## src/rtl/grid_net_pkg.sv

```systemverilog
package grid_net_pkg;
  function automatic int unsigned w_of(input int unsigned n);
    return (n > 1) ? $clog2(n) : 1;
  endfunction
  function automatic int unsigned col_of(input int unsigned s, input int unsigned cols);
    return s % cols;
  endfunction
  function automatic int unsigned row_of(input int unsigned s, input int unsigned cols);
    return s / cols;
  endfunction
  function automatic int unsigned left_src(input int unsigned s, input int unsigned cols);
    return row_of(s, cols) * cols + (col_of(s, cols) + 1) % cols;
  endfunction
  function automatic int unsigned right_src(input int unsigned s, input int unsigned cols);
    return row_of(s, cols) * cols + (col_of(s, cols) + cols - 1) % cols;
  endfunction
endpackage

```

## src/rtl/grid_net_cell.sv

```systemverilog
module grid_net_cell #(
  parameter int unsigned DW = 8
) (
  input  logic          clk_i,
  input  logic          rst_ni,
  input  logic          shift_en_i,
  input  logic [DW-1:0] shift_src_i,
  input  logic          wr_en_i,
  input  logic [DW-1:0] wr_data_i,
  output logic [DW-1:0] q_o
);
  logic [DW-1:0] q_d;

  // shift first, write lands on top
  always_comb begin
    q_d = q_o;
    if (shift_en_i) q_d = shift_src_i;
    if (wr_en_i)    q_d = wr_data_i;
  end

  always_ff @(posedge clk_i or negedge rst_ni) begin
    if (!rst_ni) q_o <= '0;
    else         q_o <= q_d;
  end

  AST_WRITE_LANDS: assert property (@(posedge clk_i) disable iff (!rst_ni)
    wr_en_i |=> q_o == $past(wr_data_i));
  AST_SHIFT_TAKES: assert property (@(posedge clk_i) disable iff (!rst_ni)
    (shift_en_i && !wr_en_i) |=> q_o == $past(shift_src_i));
  AST_IDLE_HOLDS: assert property (@(posedge clk_i) disable iff (!rst_ni)
    (!shift_en_i && !wr_en_i) |=> $stable(q_o));
endmodule

```

## src/rtl/grid_net_coord.sv

```systemverilog
module grid_net_coord #(
  parameter int unsigned IDX  = 0,
  parameter int unsigned COLS = 4,
  parameter int unsigned XW   = 2,
  parameter int unsigned YW   = 1
) (
  output logic [XW-1:0] x_o,
  output logic [YW-1:0] y_o
);
  import grid_net_pkg::*;
  localparam int unsigned X = col_of(IDX, COLS);
  localparam int unsigned Y = row_of(IDX, COLS);
  assign x_o = XW'(X);
  assign y_o = YW'(Y);
endmodule

```

## src/rtl/grid_net.sv

```systemverilog
module grid_net #(
  parameter int unsigned COLS = 4,
  parameter int unsigned ROWS = 2,
  parameter int unsigned DW   = 8,
  localparam int unsigned N   = COLS * ROWS,
  localparam int unsigned XW  = grid_net_pkg::w_of(COLS),
  localparam int unsigned YW  = grid_net_pkg::w_of(ROWS)
) (
  input  logic            clk_i,
  input  logic            rst_ni,
  input  logic            shift_left_i,
  input  logic            shift_right_i,
  input  logic [N-1:0]    put_valid_i,
  input  logic [N*DW-1:0] put_data_i,
  output logic [N*DW-1:0] get_data_o,
  input  logic            m2s_valid_i,
  input  logic [DW-1:0]   m2s_data_i,
  output logic [DW-1:0]   s2m_data_o,
  output logic [N*XW-1:0] coord_x_o,
  output logic [N*YW-1:0] coord_y_o
);
  import grid_net_pkg::*;

  localparam int unsigned L0 = left_src(0, COLS);
  localparam int unsigned R0 = right_src(0, COLS);

  logic [DW-1:0] q [N];
  logic          shift_en;

  assign shift_en = shift_left_i ^ shift_right_i;  // both high cancels

  for (genvar s = 0; s < N; s++) begin : g_slave
    localparam int unsigned LS = left_src(s, COLS);
    localparam int unsigned RS = right_src(s, COLS);
    logic [DW-1:0] src;
    logic          wr_en;
    logic [DW-1:0] wr_data;

    assign src = shift_left_i ? q[LS] : q[RS];

    if (s == 0) begin : g_master_port
      assign wr_en   = put_valid_i[s] | m2s_valid_i;
      assign wr_data = m2s_valid_i ? m2s_data_i : put_data_i[s*DW +: DW];
    end else begin : g_plain
      assign wr_en   = put_valid_i[s];
      assign wr_data = put_data_i[s*DW +: DW];
    end

    grid_net_cell #(.DW(DW)) u_cell (
      .clk_i      (clk_i),
      .rst_ni     (rst_ni),
      .shift_en_i (shift_en),
      .shift_src_i(src),
      .wr_en_i    (wr_en),
      .wr_data_i  (wr_data),
      .q_o        (q[s])
    );

    grid_net_coord #(.IDX(s), .COLS(COLS), .XW(XW), .YW(YW)) u_coord (
      .x_o(coord_x_o[s*XW +: XW]),
      .y_o(coord_y_o[s*YW +: YW])
    );

    assign get_data_o[s*DW +: DW] = q[s];
  end

  assign s2m_data_o = q[0];

  AST_M2S_WINS: assert property (@(posedge clk_i) disable iff (!rst_ni)
    m2s_valid_i |=> s2m_data_o == $past(m2s_data_i));
  AST_ROT_LEFT: assert property (@(posedge clk_i) disable iff (!rst_ni)
    (shift_left_i && !shift_right_i && !m2s_valid_i && !put_valid_i[0])
      |=> s2m_data_o == $past(q[L0]));
  AST_ROT_RIGHT: assert property (@(posedge clk_i) disable iff (!rst_ni)
    (shift_right_i && !shift_left_i && !m2s_valid_i && !put_valid_i[0])
      |=> s2m_data_o == $past(q[R0]));
  AST_BOTH_CANCEL: assert property (@(posedge clk_i) disable iff (!rst_ni)
    (shift_right_i && shift_left_i && !m2s_valid_i && !put_valid_i[0])
      |=> $stable(s2m_data_o));
endmodule

```

## config.mk

```make
export PLATFORM = sky130hd
export DESIGN_NAME = grid_net
export DESIGN_NICKNAME = d
export VERILOG_FILES = /design/src/rtl/grid_net_pkg.sv /design/src/rtl/grid_net_cell.sv /design/src/rtl/grid_net_coord.sv /design/src/rtl/grid_net.sv
export SDC_FILE = /design/constraint.sdc
export NUM_CORES = 1
export LEC_CHECK = 0
export BUFFER_PORTS_ARGS = -buffer_cell sky130_fd_sc_hd__clkbuf_2
export CAP_MARGIN = 25
export CORE_MARGIN = 4
export CORE_UTILIZATION = 49
export CTS_CLUSTER_SIZE = 20
export DETAILED_ROUTE_END_ITERATION = 10
export PLACE_DENSITY = 0.86
export SLEW_MARGIN = 20
export SYNTH_ARGS = -nofsm -noshare
export SYNTH_HDL_FRONTEND = slang
export SYNTH_HIERARCHICAL = 1
export SYNTH_SLANG_ARGS = --single-unit
```

## constraint.sdc

```tcl
create_clock -name clk_i -period 1.25 [get_ports clk_i]
set_clock_uncertainty 0.2 [all_clocks]
set_input_delay 0.25 -clock clk_i [delete_from_list [all_inputs] [get_ports clk_i]]
set_output_delay 0.25 -clock clk_i [all_outputs]
set_load 0.02 [all_outputs]
```

Word-level counts from Yosys, hierarchy flattened
Index checks and enable logic that the tools add are counted.
W data, S select, Z words.
{ "word_totals": {"output_inout_bits": 96, "regBits": 64, "inputBits": 85, "word_cells": 43} }
{ "op_classes": {"n_reduce_logical": 8, "mux": 25, "bitwise": 2} }
{ "op_table": {"columns": ["op", "count"], "rows": [
  ["$mux W8", 25],
  ["$reduce_bool A2 Y1", 8],
  ["$or A1 B1 Y1", 1],
  ["$xor A1 B1 Y1", 1]
]} }

Depth between registers and ports, before layout
{ "depth": {"word_depth": 3, "depth_mapped": 5, "depth_no_buf": 3} }

By module
Netlist, hierarchy kept.
{ "by_module_without_submodules": {"columns": ["mod", "area_per_inst_um2", "n_inst", "seq_area_each_um2", "cells_per_inst"], "rows": [
  ["grid_net_cell", 372.9, 8, 200.2, 34],
  ["grid_net", 1151.1, 1, 0.0, 90],
  ["grid_net_coord at g_slave[1].u_coord ...", 30.0, 6, 0.0, 5],
  ["grid_net_coord at g_slave[0].u_coord ...", 26.3, 2, 0.0, 4]
]} }

Worst setup path before layout
No wires, ideal clock.
{ "synth_timing": {"kind": "input -> register", "start": "in shift_left_i", "end": "reg g_slave[0].u_cell.q_o[0]", "n_path_buf": 2, "stages": 5, "setup_time_ns": 0.123, "t_required_ns": 0.927, "t_arrival_ns": 1.557, "slack_ns": -0.630, "path_cell_list": "buf_2 -> xor2_1 -> buf_6 -> mux2i_1 -> o21ai_1"} }
{ "synth_via": {"word_cells_on_any_way": 5, "cone_classes": "mux (3); bitwise (1); reduce/logical (1)"} }
{ "synth_rtl": {"columns": ["item", "line_no", "text"], "rows": [
  ["start: declaration", "grid_net.sv:11", "input logic shift_left_i,"],
  ["$xor A1 B1 Y1", "grid_net.sv:30", "assign shift_en = shift_left_i ^ shift_right_i;"],
  ["named net shift_en", "grid_net.sv:28", "logic shift_en;"],
  ["$reduce_bool A2 Y1 (no line)", null, null],
  ["end signal: assignment", "grid_net_cell.sv:23", "else q_o <= q_d;"],
  ["end: declaration", "grid_net_cell.sv:10", "output logic [DW-1:0] q_o"]
]} }
The timed path passes the listed nets, and every way through them passes these cells. The select of a mux whose other input is x is not followed.
A chain may end at the register's enable or synchronous reset.

Worst setup path in the final report
{ "layout_timing": {"start": "reg g_slave[4].u_cell.q_o[3]", "end": "reg g_slave[5].u_cell.q_o[3]"} }
{ "layout_via": {"elab_chain_cells": 3} }
{ "layout_rtl": {"columns": ["item", "line_no", "text"], "rows": [
  ["start: declaration", "grid_net_cell.sv:10", null],
  ["start signal: assignment", "grid_net_cell.sv:23", null],
  ["$mux W8", "grid_net.sv:39", "assign src = shift_left_i ? q[LS] : q[RS];"],
  ["named net g_slave[5].src[3]", "grid_net.sv:35", "logic [DW-1:0] src;"],
  ["$mux W8", "grid_net_cell.sv:17", "if (shift_en_i) q_d = shift_src_i;"],
  ["$mux W8", "grid_net_cell.sv:18", "if (wr_en_i) q_d = wr_data_i;"],
  ["end signal: assignment", "grid_net_cell.sv:23", null],
  ["end: declaration", "grid_net_cell.sv:10", null]
]} }
The timed path passes the listed nets, and every way through them passes these cells. The select of a mux whose other input is x is not followed.

==> qor.csv <==
stage;metric;value;unit
run_status;failing checks;negative setup slack;
yosys;number of distinct library cells after synthesis;12;
routing;highest routed layer;met4;
routing;DR WL met2;9190;um
yosys;mapped cell area;4370;um^2
routing;wire length per cell;22.9;um
finish;Reg with most FFs;g_slave.u_cell/q_o;
routing;vias;4528;
placement;Post-Place Worst Slack;-0.407;ns
clock_network;CTS Buf Count;9;
clock_network;CTS sink cnt;64;
grt;largest net degree at the start of global routing;65;
power_and_ir_drop;Psw;2970;uW
routing;met3 wire len;1760;um
power_and_ir_drop;Comb pwr share;49.0;%
timing;Setup Viol. Count Final;136;
floorplan;core area;8680;um^2
yosys;fraction of registers with async set/reset;100;%
placement;gpl congestion;0.860;
run;Max-Cap Viols;0;
finish;share of post-route cells with drive strength above 1;55.1;%
finish;flip-flop count of the largest register after layout;64;
power_and_ir_drop;Cell Pwr Density;1150;nW/um^2
timing;crit path time final;1.60;ns
grt;gr ovfl total;0;
floorplan;starting density of the core;50.3;%
yosys;Synth area leaders;dfrtp_1 (37%), mux2_4 (17%), mux2i_1 (15%);
critical_path;crit path max fanout;3;
finish;nets@finish;777;
yosys;adder-cell share of the synthesized area;0;%
timing;Max Fclk;623;MHz
grt;vias in the first global route;4633;
clock_network;CTS Root Cell;clkbuf_8;
power_and_ir_drop;Peak VDD IR;0.686;mV
clock_network;CTS max path bufs;2;
placement;Port Buffers;156;
yosys;post-synth top area share;36.7;%
min_path;HP Class;in2reg;
yosys;combinational family with the most area after synthesis;multiplexers;
yosys;Synth top cells by count;dfrtp_1 (64), mux2i_1 (64), nand2_1 (64), o21ai_1 (64), mux2_4 (50);
critical_path;Critical Path Source Type;register;
routing;WL final;18500;um
placement;Post-DP Area;5160;um^2
routing;met1 wire length;6840;um
power_and_ir_drop;Static Leak;0.00385;uW
finish;post-route cell area;7630;um^2
routing;Pre-Repair DR Iteration Count;5;
timing;max-slew violations;0;
yosys;xor and xnor area share after synthesis;0.201;%
finish;Layout area overhead;74.7;%
finish;top flop regs;g_slave.u_cell/q_o: 64 flops;
yosys;Compound-Gate Fraction of Synth Area;7.34;%
clock_network;clock-pin slew on the worst setup and hold paths;0.07;ns
floorplan;site row count;34;
yosys;post-synthesis mux area share;37.5;%
yosys;register area share after synthesis;36.7;%
routing;Post-route DRC;0;
floorplan;die span in y;102;um
critical_path;Worst setup EP type;register;
critical_path;worst setup path class;reg2reg;
power_and_ir_drop;Clk network pwr share;20.9;%
finish;antenna fix cells;0;
yosys;Synth Flop Type;dfrtp_1;
power_and_ir_drop;Sequential Power Share;30.0;%
clock_network;CTS tree;done;
critical_path;CP Data Arrival Time;1.61;ns
routing;remaining antenna violation count;0;
power_and_ir_drop;Internal Pwr Total;5800;uW
power_and_ir_drop;Switching Share;33.9;%
yosys;Yosys Warn Count;6;
timing;crit share post-route;128;%
yosys;largest area contributor in the netlist;dfrtp_1;
grt;first-pass GRT wire length;25000;um
clock_network;H-Tree Depth;3;
routing;1st-iter DRT viols;253;
timing;RSZ-0062 raised after global routing;yes;
timing;Final Hold Viols;0;
critical_path;CP Data Required Time;1.25;ns
yosys;EDFF count, synth;0;
yosys;post-synthesis simple-gate area fraction;5.64;%
grt;Total Routing Usage GR;31.0;%
floorplan;Die W;102;um
floorplan;Ports;181;
floorplan;die area;10500;um^2
yosys;post-synthesis cell count;400;
yosys;syn avg cell area;10.9;um^2
grt;antenna violations before repair;0;
run_status;outcome;finished with violations;
routing;Vias/cell;5.62;
clock_network;clock latency on the worst-skew pair;0.34;ns
yosys;Seq cells post-synth;64;
timing;fin worst setup slack;-0.354;ns
placement;dpl hpwl;8440;um
-- metal layers --
metal / GRT usage (%) / vias to the layer above
li1: - / 1902
met1: 36.9 / 2205
met2: 54.4 / 350
met3: 7.58 / 71
met4: 11.0 / 0
met5: 0 / -
-- through the flow --
stage,hold WS [ns],std cells,setup TNS (ns),power [uW],utilization [%]
global placement,0.0922,652,-17.51,4970,59.5
floorplan,-0.246,410,-10.20,4300,-
finish,0.106,805,-20.38,8770,87.9
global route,0.0963,805,-25.31,9100,87.9
detailed placement,0.0932,652,-19.95,5070,59.5
CTS,0.0667,790,-16.45,7980,82.5
-- worst max-delay path, stage by stage, from the launching register on --
cell	delay, ns
dfrtp_1	0.43
buf_6	0.15
mux2_4	0.28
mux2i_1	0.30
o21ai_1	0.11
-- area by class of cell --
type | instances | area [um^2]
clock buffers | 13 | 159
clock inverters | 3 | 40.0
fillers | 311 | 1050
multi-input cells | 290 | 2470
flip-flops and latches | 64 | 1610
well taps | 108 | 135
repair buffers | 327 | 3220
-- power groups by stage --
stage | combinational [uW] | sequential [uW] | clock [uW]
3_5_place_dp | 2440 | 2630 | 0
3_3_place_gp | 2360 | 2600 | 0
5_1_grt | 4470 | 2650 | 1970
2_1_floorplan | 1380 | 2910 | 0
6_report | 4300 | 2630 | 1840
4_1_cts | 3590 | 2540 | 1850
-- cell usage in the layout (no fill, tap or decap), types with 4 or more instances in the layout --
| cell | count |
|---|---|
| buf_6 | 84 |
| clkbuf_2 | 82 |
| nand2_1 | 64 |
| dfrtp_1 | 60 |
| o21ai_1 | 59 |
| mux2_4 | 58 |
| dlygate4sd3_1 | 57 |
| mux2i_1 | 47 |
| buf_8 | 39 |
| clkbuf_8 | 36 |
| buf_4 | 34 |
| conb_1 | 24 |
| mux2_2 | 14 |
| mux2i_2 | 13 |
| o21ai_2 | 5 |
| buf_12 | 5 |
| mux2i_4 | 4 |
| dfrtp_2 | 4 |
-- worst paths after layout --
kind                       cells past startpoint                                  from  slack [ns]                                    to
setup / recovery                               4  g_slave[4].u_cell/q_o[3]$_DFFE_PN0P_       -0.35  g_slave[5].u_cell/q_o[3]$_DFFE_PN0P_
hold / removal                                 4                         put_data_i[2]        0.11  g_slave[0].u_cell/q_o[2]$_DFFE_PN0P_
setup reg to reg                               4  g_slave[4].u_cell/q_o[3]$_DFFE_PN0P_       -0.35  g_slave[5].u_cell/q_o[3]$_DFFE_PN0P_
hold reg to reg                                2  g_slave[7].u_cell/q_o[1]$_DFFE_PN0P_        0.47  g_slave[7].u_cell/q_o[1]$_DFFE_PN0P_
max in group asynchronous                      3                                rst_ni        0.27  g_slave[4].u_cell/q_o[2]$_DFFE_PN0P_
min in group asynchronous                      3                                rst_ni        0.25  g_slave[2].u_cell/q_o[0]$_DFFE_PN0P_
-- cell families (layout without fill, tap and decap cells) --
logic type	count (synthesis)	after routing
and+or+nand+nor	65	65
AOI/OAI and AO/OA	64	64
buffers and inverters	56	343
muxes	136	136
other	14	24
DFF	64	64
xor gates and xnor gates	1	1
-- what timing repair did --
item,in CTS,in global routing
hold endpoints to repair,120,0
setup endpoints to repair,84,136
buffers inserted,65,15
hold buffers,57,0
pin swaps,6,24
resized for setup,177,128
(Power assumes the default switching activity.)
